### config.mk
export PLATFORM = sky130hd
export DESIGN_NAME = video_tpg
export DESIGN_NICKNAME = d
export VERILOG_FILES = /design/src/rtl/tpg_pkg.sv /design/src/rtl/tpg_ctrl.sv /design/src/rtl/tpg_datapath.sv /design/src/rtl/video_tpg.sv
export SDC_FILE = /design/constraint.sdc
export NUM_CORES = 1
export LEC_CHECK = 0
export ABC_AREA = 0
export CAP_MARGIN = 5
export CORE_ASPECT_RATIO = 1.5
export CORE_MARGIN = 1.5
export CORE_UTILIZATION = 42
export DETAILED_ROUTE_END_ITERATION = 10
export PLACE_DENSITY = 0.84
export SYNTH_ARGS = -nofsm -noshare
export SYNTH_HDL_FRONTEND = slang
export SYNTH_SLANG_ARGS = --single-unit
### constraint.sdc
create_clock -name clk -period 2.5 [get_ports clk]
set_clock_uncertainty 0.1 [all_clocks]
set_input_delay 0.625 -clock clk [delete_from_list [all_inputs] [get_ports clk]]
set_output_delay 0.625 -clock clk [all_outputs]
set_load 0.02 [all_outputs]
### src/rtl/tpg_pkg.sv
package tpg_pkg;
  typedef enum logic [1:0] {
    MODE_RAMP = 2'b00,
    MODE_LOW  = 2'b01,
    MODE_MID  = 2'b10,
    MODE_HIGH = 2'b11
  } tpgModeE;

  typedef struct packed {
    logic    reload;
    logic    step;
    logic    patSel;
    tpgModeE mode;
  } tpgCtlT;
endpackage

### src/rtl/tpg_ctrl.sv
module tpg_ctrl
  import tpg_pkg::*;
#(
  parameter int CFG_W    = 16,
  parameter int EN_BIT   = 11,
  parameter int MODE_LSB = 12
) (
  input  logic             clk,
  input  logic             rstN,
  input  logic             cfgWe,
  input  logic [CFG_W-1:0] cfgWdata,
  output logic [CFG_W-1:0] cfgRdata,
  input  logic             pixValid,
  input  logic             lineStart,
  output tpgCtlT           ctl
);
  localparam int MODE_W = 2;

  logic    regEn, effEn;
  tpgModeE regMode, effMode;

  always_ff @(posedge clk) begin
    if (!rstN) begin
      regEn   <= 1'b0;
      regMode <= MODE_RAMP;
      effEn   <= 1'b0;
      effMode <= MODE_RAMP;
    end else begin
      if (cfgWe) begin
        regEn   <= cfgWdata[EN_BIT];
        regMode <= tpgModeE'(cfgWdata[MODE_LSB +: MODE_W]);
      end
      if (lineStart) begin
        effEn   <= regEn;
        effMode <= regMode;
      end
    end
  end

  always_comb begin
    cfgRdata                      = '0;
    cfgRdata[EN_BIT]              = regEn;
    cfgRdata[MODE_LSB +: MODE_W]  = regMode;
  end

  always_comb begin
    ctl.reload = lineStart;
    ctl.step   = pixValid;
    ctl.patSel = lineStart ? regEn : effEn;
    ctl.mode   = lineStart ? regMode : effMode;
  end

  // the active setting only moves on a line start
  assert_setting_hold_R10: assert property (@(posedge clk) disable iff (!rstN)
    !lineStart |=> ($stable(effEn) && $stable(effMode)));

  // a line start takes over the stored setting
  assert_setting_apply_R10: assert property (@(posedge clk) disable iff (!rstN)
    (lineStart && !cfgWe) |=> (effEn == regEn && effMode == regMode));
endmodule

### src/rtl/tpg_datapath.sv
module tpg_datapath
  import tpg_pkg::*;
#(
  parameter int DATA_W   = 8,
  parameter int RAMP_TOP = 240,
  parameter int RAMP_BOT = 17,
  parameter int LVL_LOW  = 16,
  parameter int LVL_MID  = 90,
  parameter int LVL_HIGH = 240
) (
  input  logic              clk,
  input  logic              rstN,
  input  tpgCtlT            ctl,
  input  logic [DATA_W-1:0] yIn,
  input  logic [DATA_W-1:0] cIn,
  output logic [DATA_W-1:0] yOut,
  output logic [DATA_W-1:0] cOut
);
  localparam logic [DATA_W-1:0] TOP_V  = DATA_W'(RAMP_TOP);
  localparam logic [DATA_W-1:0] BOT_V  = DATA_W'(RAMP_BOT);
  localparam logic [DATA_W-1:0] LOW_V  = DATA_W'(LVL_LOW);
  localparam logic [DATA_W-1:0] MID_V  = DATA_W'(LVL_MID);
  localparam logic [DATA_W-1:0] HIGH_V = DATA_W'(LVL_HIGH);

  logic [DATA_W-1:0] rampReg, rampCur, rampNext, patVal;

  always_comb begin
    rampCur  = ctl.reload ? TOP_V : rampReg;
    rampNext = rampCur;
    if (ctl.step) rampNext = (rampCur > BOT_V) ? rampCur - 1'b1 : BOT_V;
  end

  always_comb begin
    unique case (ctl.mode)
      MODE_RAMP: patVal = rampCur;
      MODE_LOW:  patVal = LOW_V;
      MODE_MID:  patVal = MID_V;
      MODE_HIGH: patVal = HIGH_V;
    endcase
  end

  always_ff @(posedge clk) begin
    if (!rstN) begin
      rampReg <= TOP_V;
      yOut    <= '0;
      cOut    <= '0;
    end else begin
      rampReg <= rampNext;
      yOut    <= ctl.patSel ? patVal : yIn;
      cOut    <= ctl.patSel ? patVal : cIn;
    end
  end

  assert_ramp_range_R5: assert property (@(posedge clk) disable iff (!rstN)
    (rampReg >= BOT_V && rampReg <= TOP_V));

  assert_ramp_floor_R5: assert property (@(posedge clk) disable iff (!rstN)
    (rampReg == BOT_V && !ctl.reload) |=> rampReg == BOT_V);

  assert_ramp_step_R4: assert property (@(posedge clk) disable iff (!rstN)
    (ctl.step && !ctl.reload && rampReg > BOT_V) |=> rampReg == $past(rampReg) - 1'b1);

  assert_ramp_restart_R4: assert property (@(posedge clk) disable iff (!rstN)
    (ctl.reload && ctl.step) |=> rampReg == TOP_V - 1'b1);

  assert_ramp_idle_R6: assert property (@(posedge clk) disable iff (!rstN)
    (!ctl.step && !ctl.reload) |=> $stable(rampReg));

  assert_passthru_R2: assert property (@(posedge clk) disable iff (!rstN)
    !ctl.patSel |=> (yOut == $past(yIn) && cOut == $past(cIn)));

  assert_yc_equal_R11: assert property (@(posedge clk) disable iff (!rstN)
    ctl.patSel |=> yOut == cOut);
endmodule

### src/rtl/video_tpg.sv
module video_tpg
  import tpg_pkg::*;
#(
  parameter int DATA_W = 8,
  parameter int CFG_W  = 16
) (
  input  logic              clk,
  input  logic              rstN,
  input  logic              cfgWe,
  input  logic [CFG_W-1:0]  cfgWdata,
  output logic [CFG_W-1:0]  cfgRdata,
  input  logic              pixValid,
  input  logic              lineStart,
  input  logic [DATA_W-1:0] yIn,
  input  logic [DATA_W-1:0] cIn,
  output logic [DATA_W-1:0] yOut,
  output logic [DATA_W-1:0] cOut
);
  tpgCtlT ctl;

  tpg_ctrl #(.CFG_W(CFG_W), .EN_BIT(11), .MODE_LSB(12)) u_ctrl (
    .clk(clk), .rstN(rstN), .cfgWe(cfgWe), .cfgWdata(cfgWdata),
    .cfgRdata(cfgRdata), .pixValid(pixValid), .lineStart(lineStart), .ctl(ctl)
  );

  tpg_datapath #(.DATA_W(DATA_W)) u_dp (
    .clk(clk), .rstN(rstN), .ctl(ctl), .yIn(yIn), .cIn(cIn),
    .yOut(yOut), .cOut(cOut)
  );
endmodule

=== Yosys cells after proc, flatten, opt, wreduce, memory -nomap -nowiden ===
Cells that the tools add are included.
W data, S select, Z words.

* Bits in latches: 0
* Output and inout bits: 32
* Memory bits (writable): 0
* Input bits: 37
* Bits in read-only memories: 0
* Memories kept: 0
* Logic and storage cells: 21
* Bits in registers: 30

* Shift operators: 0
* Equality and inequality tests: 3
* Reduce and logical (&&, ||, !) cells: 1
* Muxes and demuxes: 8
* Bitwise gates (word level): 0
* Divide/modulo/power cells: 0
* $add $sub $neg: 1
* Multipliers: 0
* Order comparisons: 1

{| class="wikitable"
|+ Operators by type and width
! cell !! count
|-
| $mux W8 || 5
|-
| $pmux W8 S4 || 1
|-
| $gt A8 B5 Y1 const B || 1
|-
| $sub A8 B1 Y8 const B || 1
|-
| $eq A2 B2 Y1 const B || 2
|-
| $eq A2 B1 Y1 const B || 1
|-
| $logic_not A2 Y1 || 1
|-
| $mux W2 || 1
|-
| $mux W1 || 1
|}

=== Longest topological paths before layout ===
Gate-level depths: netlist of the first run.

* Depth after elaboration: 4
* Depth in mapped cells: 5
* Mapped depth without buffers: 3

=== By module ===
From an unflattened synthesis of the first run, not the netlist that was laid out.

* Cell total of the unflattened synthesis: 157
* Area total of the unflattened synthesis: 1422.6 µm²

{| class="wikitable"
|+ Modules (own cells, without submodules)
! module !! cells an instance !! times used !! area an instance (µm²)
|-
| tpg_datapath || 122 || 1 || 1063.5
|-
| tpg_ctrl || 35 || 1 || 359.1
|}

=== Worst setup path after synthesis of the first run ===
No wires, ideal clock.

* Path type: input -> register
* Start: in lineStart
* End: reg u_dp.rampReg[5]
* Path slack: 588 ps
* Stages: 3
* Library setup time: 141 ps
* Path buffers: 0
* Arrival: 1671 ps
* Path through: or4_4 > a311oi_4 > a221oi_1

* Word-level cells in the longest chain between the ends: 4

{| class="wikitable"
|+ Ends and longest elaborated chain
! item !! line !! RTL
|-
| from (decl) || video_tpg.sv:13 || <nowiki>input logic lineStart,</nowiki>
|-
| $mux W8 * || tpg_datapath.sv:28 || <nowiki>rampCur = ctl.reload ? TOP_V : rampReg;</nowiki>
|-
| $sub A8 B1 Y8 or $gt A8 B5 Y1 (tied branches) || tpg_datapath.sv:30 || <nowiki>if (ctl.step) rampNext = (rampCur > BOT_V) ? rampCur - 1'b1 : BOT_V;</nowiki>
|-
| $mux W8 || tpg_datapath.sv:30 ||
|-
| $mux W8 * || tpg_datapath.sv:30 ||
|-
| to (signal assigned) || tpg_datapath.sv:48 || <nowiki>rampReg <= rampNext;</nowiki>
|-
| to (decl) || tpg_datapath.sv:25 || <nowiki>logic [DATA_W-1:0] rampReg, rampCur, rampNext, patVal;</nowiki>
|}

Every way passes the cells marked *; elsewhere a longest branch is shown, timed or not.
A chain may end at the register's enable or synchronous reset.

=== Worst setup path after layout of the first run ===
* Start: in lineStart
* End: reg u_dp.cOut[7]

* Word-level cells in the longest chain between the ends: 4

{| class="wikitable"
|+ Ends and longest elaborated chain
! item !! line !! RTL
|-
| $mux W2 || tpg_ctrl.sv:50 || <nowiki>ctl.mode = lineStart ? regMode : effMode;</nowiki>
|-
| $eq A2 B2 Y1 (tied with other cells) || tpg_datapath.sv:34 || <nowiki>unique case (ctl.mode)</nowiki>
|-
| $pmux W8 S4 || tpg_datapath.sv:34 ||
|-
| $mux W8 * || tpg_datapath.sv:50 || <nowiki>cOut <= ctl.patSel ? patVal : cIn;</nowiki>
|-
| to (signal assigned) || tpg_datapath.sv:50 ||
|-
| to (decl) || tpg_datapath.sv:17 || <nowiki>output logic [DATA_W-1:0] cOut</nowiki>
|}

Marked as above.

==> flow_summary.ini, run 1 <==
[clocking]
cts_buffers = 5
clockBufferDepth = 2
clkTransAtPathRegs_ns = 0.06
clock_tree.root_cell = clkbuf_8
clk_latency_ns = 0.27
hold_buffers = 0
cts_tree = yes
cts_sinks = 30
cts_resized = 0
post_cts_buffers = 0
htree_levels = 2

[floorplanning]
die_h_um = 72.47
die_area_mm2 = 0.003574
io_pins = 69
initial_utilization = 0.4364
core_area_mm2 = 0.003097
die_x_um = 49.32
num_rows = 25

[global_routing]
grt_usage = 0.1724
grt_use_met3 = 0.04321
grt_pass1_vias = 1116
use_met2 = 0.3198
grt_pass1_wl_um = 4692
busiest_layer = met2
grt_max_degree = 17
grtUsageMet1 = 0.1613
gr-total-overflow = 0
antenna_found_initial = 0

[routing]
drt_iter0_drc = 19
first_pass_iters = 4
wl_per_cell_um = 11.80
vias = 1207
ant_nets = 0
drt_wl_total_um = 2821
drc = 0
routed_via_density = 5.050

[finish]
drive_gt1_frac = 0.1005
layout_commonest_cell = clkdlybuf4s50_1
final_cell_mix = clkdlybuf4s50_1, dfxtp_1, nor2_1, a21oi_1, conb_1
final_core_util = 0.6036
final_cells = 239
syn_to_final_growth_pct = 38.33
n_antenna_cell = 0
fin_nets = 237

[critical_path]
critPathMaxFanout = 15
r2r_setup_slack_ns = 0.86
worstSetupPathType = primary input to flop
ff2ff_path_depth = 4
timing.rr.start = u_dp.rampReg[5]$_SDFF_PN1_
crit_path_start_kind = primary input
required_ns = 2.60
end_kind = flop
crit_start = lineStart
endpoint = u_dp.cOut[7]$_SDFF_PN0_
worstReg2RegEnd = u_dp.rampReg[3]$_SDFF_PN0_
crit_arrival_ns = 2.31

[yosys]
synth_cells = 153
synth.distinct_cells = 35
synth_area_per_cell_um2 = 8.832
synth-warning-count = 0
netlist_area_mm2 = 0.001351
yosys_register_bits = 30
ys_seq_area_frac = 0.4444

[outcome]
outcome = finished, final reports clean

[sta]
rsz0062_at_grt = false
setup_viol = 0
finalSetupTns_ns = 0
period_share = 0.8860
worstMarginPinSlew_ns = 0.5332
slew_viol_final = 0
period_minus_slack_ns = 2.215
slew-limit-headroom = 0.6395
hold_viol_final = 0
fmax_mhz = 451.5

[placed_design]
dp.final_hpwl_um = 2179
dp.cells = 233
numPortBuffers = 42
gp_congestion = 0.8174

[pwr]
power_leakage_nw = 0.7562
ir_drop_uv = 299.1
p_per_area_mw_per_mm2 = 590.4

[worst_hold_path]
hp-class = flop to flop

[run]
maxCapViolCount = 0
## area by class of cell
| class | instances | area, um^2 |
|---|---|---|
| fillers | 271 | 1227 |
| well taps | 40 | 50.05 |
| flip-flops and latches | 30 | 600.6 |
| multi-input cells | 110 | 648.1 |
| inverters | 4 | 15.01 |
| clock buffers | 6 | 82.58 |
| repair buffers | 49 | 473.0 |
## through the flow
stage / worst slack [ns] / power [mW] / hold slack [ns] / instance area, um^2
after floorplan: 0.5882 / 0.6663 / 0.4007 / 1396
after global placement: 0.06056 / 0.7441 / 0.4209 / 1787
after detailed placement: 0.01290 / 0.7479 / 0.4273 / 1787
after CTS: 0.2907 / 1.111 / 0.4416 / 1869
after global routing: 0.1647 / 1.152 / 0.4557 / 1869
final: 0.2851 / 1.104 / 0.4348 / 1869
## report_power, final
group	switching (mW)	internal (mW)
clock network	0.155	0.211
registers	0.0176	0.507
logic	0.110	0.103
## sequential cells by signal, summed over array words and instances (netlist names)
signal / count
u_dp.rampReg: 8
u_ctrl.effMode: 2
u_ctrl.regEn: 1
u_dp.cOut: 8
u_ctrl.regMode: 2
u_ctrl.effEn: 1
u_dp.yOut: 8
## critical path, cell delays in order
cell and delay [ns]:
clkdlybuf4s50_1 0.48, buf_4 0.21, mux2_2 0.41, or3_1 0.40
a21oi_1 0.19
## cell families (layout without fill, tap and decap cells)
kind of cell           count (synthesis)  after routing  share of synthesized area
AND/OR/NAND/NOR                       50             50                     0.1843
AO/OA/AOI/OAI                         38             38                     0.1907
flip-flops                            30             30                     0.4444
buffers and inverters                 25             59                     0.1093
multiplexers                           8              8                    0.06204
other                                  1             13                   0.002775
XOR/XNOR                               1              1                   0.006483
## routing by layer
metal	wire, um	vias up
met4	65	0
met3	169	5
li1	-	602
met2	1495	57
met5	0	-
met1	1090	543
## Yosys cell counts
cell / number / area (um^2)
or4_1: 1 / 7.510
a311o_1: 1 / 10.01
a221oi_1: 1 / 8.760
xnor2_1: 1 / 8.760
nand2_1: 11 / 41.29
a311oi_4: 1 / 26.28
inv_1: 4 / 15.01
o21a_1: 2 / 15.01
a21o_1: 1 / 7.510
o211ai_1: 2 / 15.01
nor2_1: 16 / 60.06
nand3b_1: 1 / 7.510
mux2i_1: 5 / 50.05
conb_1: 1 / 3.750
or3_1: 3 / 18.77
nor4_1: 2 / 12.51
nor2b_1: 3 / 18.77
buf_2: 1 / 5.000
clkbuf_1: 6 / 22.52
nor3_1: 6 / 30.03
or4_4: 1 / 11.26
nand3_1: 2 / 10.01
a21oi_1: 13 / 65.06
buf_4: 14 / 105.1
or2_2: 1 / 6.260
o21ai_0: 10 / 50.05
a211o_1: 1 / 8.760
or4b_1: 1 / 10.01
mux2_2: 3 / 33.78
dfxtp_1: 30 / 600.6
o41ai_1: 1 / 8.760
nor4b_1: 1 / 8.760
and2_1: 1 / 6.260
a211oi_1: 4 / 30.03
o31ai_2: 1 / 12.51
## worst min-delay path by stage
stage                                    from                         to  slack [ns]  cells past startpoint
floorplan           u_ctrl.regEn$_SDFFE_PN0P_  u_ctrl.regEn$_SDFFE_PN0P_        0.40                      2
global placement      u_ctrl.effEn$_SDFF_PN0_    u_ctrl.effEn$_SDFF_PN0_        0.42                      2
detailed placement    u_ctrl.effEn$_SDFF_PN0_    u_ctrl.effEn$_SDFF_PN0_        0.43                      2
CTS                   u_ctrl.effEn$_SDFF_PN0_    u_ctrl.effEn$_SDFF_PN0_        0.44                      2
global route          u_ctrl.effEn$_SDFF_PN0_    u_ctrl.effEn$_SDFF_PN0_        0.46                      2
finish                u_ctrl.effEn$_SDFF_PN0_    u_ctrl.effEn$_SDFF_PN0_        0.43                      2
No activity file was read; power rests on OpenSTA's default activity.
==> run 2: changes to the inputs <==
CORE_UTILIZATION = 44   (was 42)
CTS_BUF_LIST = sky130_fd_sc_hd__clkbuf_8   (was unset)
PLACE_DENSITY = 0.87   (was 0.84)
==> flow_summary.ini, run 2 (synthesis results as in run 1) <==
[critical_path]
crit_path_start_kind = primary input
r2r_setup_slack_ns = 0.86
required_ns = 2.62
worstSetupPathType = primary input to flop
ff2ff_path_depth = 4
crit_start = lineStart
timing.rr.start = u_dp.rampReg[5]$_SDFF_PN1_
end_kind = flop
worstReg2RegEnd = u_dp.rampReg[3]$_SDFF_PN0_
crit_arrival_ns = 2.30
endpoint = u_dp.yOut[5]$_SDFF_PN0_
critPathMaxFanout = 14

[clocking]
clockBufferDepth = 2
clkTransAtPathRegs_ns = 0.06
cts_resized = 0
clk_latency_ns = 0.29
clock_tree.root_cell = clkbuf_8
hold_buffers = 0
cts_tree = yes
cts_buffers = 5
post_cts_buffers = 0
cts_sinks = 30
htree_levels = 2

[pwr]
finalPower_mw = 1.140
power_leakage_nw = 0.7697
p_per_area_mw_per_mm2 = 605.1
ir_drop_uv = 409.8

[routing]
drt_iter0_drc = 15
drc = 0
routed_via_density = 5.037
drt_wl_total_um = 2981
ant_nets = 0
vias = 1214
first_pass_iters = 4
wl_per_cell_um = 12.37

[floorplanning]
core_area_mm2 = 0.002913
initial_utilization = 0.4639
die_area_mm2 = 0.003419
die_h_um = 70.87
io_pins = 69
num_rows = 24
die_x_um = 48.25

[global_routing]
grt_usage = 0.1919
grt_max_degree = 15
antenna_found_initial = 0
grt_pass1_vias = 1107
gr-total-overflow = 0
grt_pass1_wl_um = 4685

[worst_hold_path]
hp-class = flop to flop

[outcome]
outcome = finished, final reports clean

[finish]
stdcell_area_mm2 = 0.001884
largestRegisters = u_dp.cOut (8), u_dp.rampReg (8), u_dp.yOut (8)
fill_cells = 256
layout_commonest_cell = clkdlybuf4s50_1
final_cell_mix = clkdlybuf4s50_1, dfxtp_1, nor2_1, a21oi_1, conb_1
n_antenna_cell = 0
final_core_util = 0.6469
fin_nets = 238
syn_to_final_growth_pct = 39.44
drive_gt1_frac = 0.1089

[sta]
slew-limit-headroom = 0.6527
hold_viol_final = 0
finalSetupTns_ns = 0
setup_slack_ns = 0.3165
period_share = 0.8734
slew_viol_final = 0
worstMarginPinSlew_ns = 0.5138
setup_viol = 0
fmax_mhz = 458.0
rsz0062_at_grt = false
period_minus_slack_ns = 2.184

[run]
maxCapViolCount = 0

[placed_design]
dpl_worst_slack_ns = 0.03876
gp_congestion = 0.8504
numPortBuffers = 42
dp.final_hpwl_um = 2257
dpl_cell_area_mm2 = 0.001793
==> run 2: cell count changes in the layout (fill, tap and decap cells not counted) <==
cell	before	now
clkinv_2	0	1
buf_4	7	8
inv_1	4	5
==> run 2: final cells by class <==
type	instances	area, um^2	area share
multi-input cells	110	648.1	0.3440
flip-flops and latches	30	600.6	0.3187
repair buffers	50	480.5	0.2550
clock buffers	6	82.58	0.04382
well taps	39	48.80	0.02590
inverters	4	15.01	0.007968
clock inverters	2	8.758	0.004648
==> run 2: stage by stage <==
stage | cells | hold WS (ns)
after floorplan | 165 | 0.4007
after global placement | 233 | 0.4294
after detailed placement | 233 | 0.4294
after CTS | 241 | 0.4442
after global routing | 241 | 0.4862
final | 241 | 0.4336
==> run 2: worst min-delay path by stage <==
| stage | end | cells after the start | slack (ns) | from |
|---|---|---|---|---|
| after CTS | u_ctrl.regMode[1]$_SDFFE_PN0P_ | 2 | 0.44 | u_ctrl.regMode[1]$_SDFFE_PN0P_ |
| after global placement | u_dp.rampReg[7]$_SDFF_PN1_ | 2 | 0.43 | u_dp.rampReg[7]$_SDFF_PN1_ |
| final | u_ctrl.regMode[1]$_SDFFE_PN0P_ | 2 | 0.43 | u_ctrl.regMode[1]$_SDFFE_PN0P_ |
| after detailed placement | u_ctrl.regMode[1]$_SDFFE_PN0P_ | 2 | 0.43 | u_ctrl.regMode[1]$_SDFFE_PN0P_ |
| after global routing | u_ctrl.regMode[1]$_SDFFE_PN0P_ | 2 | 0.49 | u_ctrl.regMode[1]$_SDFFE_PN0P_ |
| after floorplan | u_ctrl.regEn$_SDFFE_PN0P_ | 2 | 0.40 | u_ctrl.regEn$_SDFFE_PN0P_ |
==> run 2: metal layers <==
| metal | share of wire | track usage | up-vias |
|---|---|---|---|
| met3 | 0.047 | 0.05612 | 7 |
| met4 | 0.034 | 0.1141 | 0 |
| met1 | 0.39 | 0.1949 | 557 |
| met2 | 0.53 | 0.3202 | 42 |
| met5 | 0 | 0 | - |
| li1 | - | - | 608 |
==> run 2: where the power goes <==
group | total, mW | switching (mW) | internal, mW | leakage (nW)
clock network | 0.401 | 0.183 | 0.217 | 0.0524
registers | 0.525 | 0.0183 | 0.507 | 0.248
logic | 0.214 | 0.111 | 0.104 | 0.469
total | 1.14 | 0.312 | 0.828 | 0.770
==> run 2: worst max-delay path, stage by stage <==
cell	delay, ns
clkdlybuf4s50_1	0.48
buf_4	0.21
mux2_2	0.42
or3_1	0.39
a21oi_1	0.16
==> run 3: changes to the inputs <==
CORE_MARGIN = unset   (was 1.5)
CORE_UTILIZATION = 45   (was 44)
PLACE_DENSITY = 0.88   (was 0.87)
SYNTH_HIERARCHICAL = 1   (was unset)
==> flow_summary.ini, run 3 <==
[routing]
drt_iter0_drc = 24
wl_met2_um = 1860
drt_wl_total_um = 3319
met1Wirelength_um = 1219
drc = 0
met3_length_um = 148
first_pass_iters = 4
top_layer = met4
wl_per_cell_um = 13.77
routed_via_density = 4.996
vias = 1204
ant_nets = 0

[sta]
hold_viol_final = 0
setup_viol = 0
worstMarginPinSlew_ns = 0.5204
finalSetupTns_ns = 0
slew_viol_final = 0
period_minus_slack_ns = 2.229
fmax_mhz = 448.6
rsz0062_at_grt = false
period_share = 0.8917
slew-limit-headroom = 0.6499

[clocking]
clk_latency_ns = 0.28
post_cts_buffers = 0
clock_tree.root_cell = clkbuf_8
cts_sinks = 30
cts_resized = 0
cts_tree = yes
htree_levels = 2
clockBufferDepth = 2
hold_buffers = 0
cts_buffers = 5
clkTransAtPathRegs_ns = 0.07

[finish]
fill_cells = 255
final_core_util = 0.6603
stdcell_area_mm2 = 0.001943
syn_to_final_growth_pct = 36.59
final_cells = 241
layout_commonest_cell = clkdlybuf4s50_1
fin_nets = 238
drive_gt1_frac = 0.1089
largestRegisters = u_dp/cOut (8), u_dp/rampReg (8), u_dp/yOut (8)
n_antenna_cell = 0
final_cell_mix = clkdlybuf4s50_1, dfxtp_1, nor2_1, conb_1, nand2b_1

[worst_hold_path]
worstHoldStart = u_dp/rampReg[7]$_SDFF_PN1_
hp-class = flop to flop

[floorplanning]
die_h_um = 70.86
core_area_mm2 = 0.002943
die_x_um = 47.91
die_area_mm2 = 0.003395
io_pins = 69
num_rows = 24
initial_utilization = 0.4834

[yosys]
netlist_area_mm2 = 0.001423
synth.distinct_cells = 41
synth_edf_count = 0
synthFlopType = dfxtp_1
synth_common_cells = dfxtp_1, buf_4, nor2_1, nand2b_1, a21oi_1
synth_area_leader_cell = dfxtp_1
synth_top_area_frac = 0.4222
yosys_register_bits = 30
ys_seq_area_frac = 0.4222
synth_area_leaders = dfxtp_1, buf_4, nor2_1, nand2b_1, mux2_4
synth-warning-count = 6
async_flop_share = 0
synth_cells = 157
synth.most_common_cell = dfxtp_1
synth_area_per_cell_um2 = 9.061

[pwr]
pwr-share-comb = 0.185
ir_drop_uv = 450.3
switching_share = 0.2562
p_switching_mw = 0.3086
clkPwrFrac = 0.379
intPower_mw = 0.8959
power_leakage_nw = 0.7887
power_frac_seq = 0.436
p_per_area_mw_per_mm2 = 619.9

[critical_path]
crit_arrival_ns = 2.31
end_kind = flop
crit_path_start_kind = primary input
timing.rr.start = u_dp/rampReg[2]$_SDFF_PN0_
required_ns = 2.58
crit_start = lineStart
r2r_setup_slack_ns = 0.79
worstSetupPathType = primary input to flop
critPathMaxFanout = 7

[placed_design]
numPortBuffers = 42
dp.cells = 233
gp_congestion = 0.8515
dp.final_hpwl_um = 2494
dpl_cell_area_mm2 = 0.001833

[global_routing]
grt_pass1_wl_um = 5188
antenna_found_initial = 0
grt_max_degree = 20
gr-total-overflow = 0
grt_usage = 0.2172
grt_pass1_vias = 1208

[outcome]
outcome = finished, final reports clean

[run]
maxCapViolCount = 0
-- run 3: changes by cell type after synthesis, sizes merged, moves of 2 or more --
cell    change
or3         -2
o21ai       -3
and2        +2
o31a        +3
buf         +4
o211ai      -2
a21oi       -5
nand2b      +9
nand2       -8
nor2b       +4
-- run 3: through the flow --
stage	hold WS (ns)	setup slack, ns	power (mW)
floorplan	0.3666	0.4920	0.6737
global route	0.4460	0.2221	1.254
finish	0.4211	0.2706	1.205
global placement	0.3945	0.02894	0.7476
CTS	0.4109	0.2803	1.213
detailed placement	0.3980	0.02535	0.7562
-- run 3: path summary, 6_finish.rpt --
check                               endpoint  depth (start not counted)
setup / recovery     u_dp/cOut[4]$_SDFF_PN0_                          6
hold / removal    u_dp/rampReg[7]$_SDFF_PN1_                          2
hold reg to reg   u_dp/rampReg[7]$_SDFF_PN1_                          2
setup reg to reg  u_dp/rampReg[7]$_SDFF_PN1_                          3
-- run 3: critical path, stage by stage --
cell             delay [ns]
clkdlybuf4s50_1        0.59
mux2_4                 0.37
nor4b_1                0.35
buf_4                  0.18
a21o_1                 0.13
nor2_1                 0.05
-- run 3: final cells by class --
class	instances	area, um^2	share of cell area
multi-input combinational	110	691.9	0.3561
sequential	30	600.6	0.3091
inverter	5	18.77	0.009659
tap	39	48.80	0.02511
timing repair buffer	49	473.0	0.2434
clock buffer	8	110.1	0.05666
-- run 3: kinds of logic (layout without fill, tap and decap cells) --
| kind of cell | Yosys count | in the layout | synth area share |
|---|---|---|---|
| simple gates | 56 | 56 | 0.2172 |
| compound gates | 33 | 33 | 0.1689 |
| flops | 30 | 30 | 0.4222 |
| buf+inv | 29 | 62 | 0.1231 |
| mux | 7 | 7 | 0.05981 |
| other cells | 1 | 13 | 0.002636 |
| xor+xnor | 1 | 1 | 0.006158 |
-- run 3: power groups by stage --
stage / registers, mW / logic (mW) / clock network [mW]
2_1_floorplan: 0.556 / 0.118 / 0
3_3_place_gp: 0.533 / 0.214 / 0
3_5_place_dp: 0.535 / 0.221 / 0
4_1_cts: 0.525 / 0.223 / 0.465
5_1_grt: 0.528 / 0.239 / 0.487
6_report: 0.525 / 0.222 / 0.457
-- run 3: layer usage --
layer	global-route usage	vias up
li1	-	595
met1	0.1949	557
met2	0.3859	44
met3	0.05867	8
met4	0.1420	0
met5	0	-
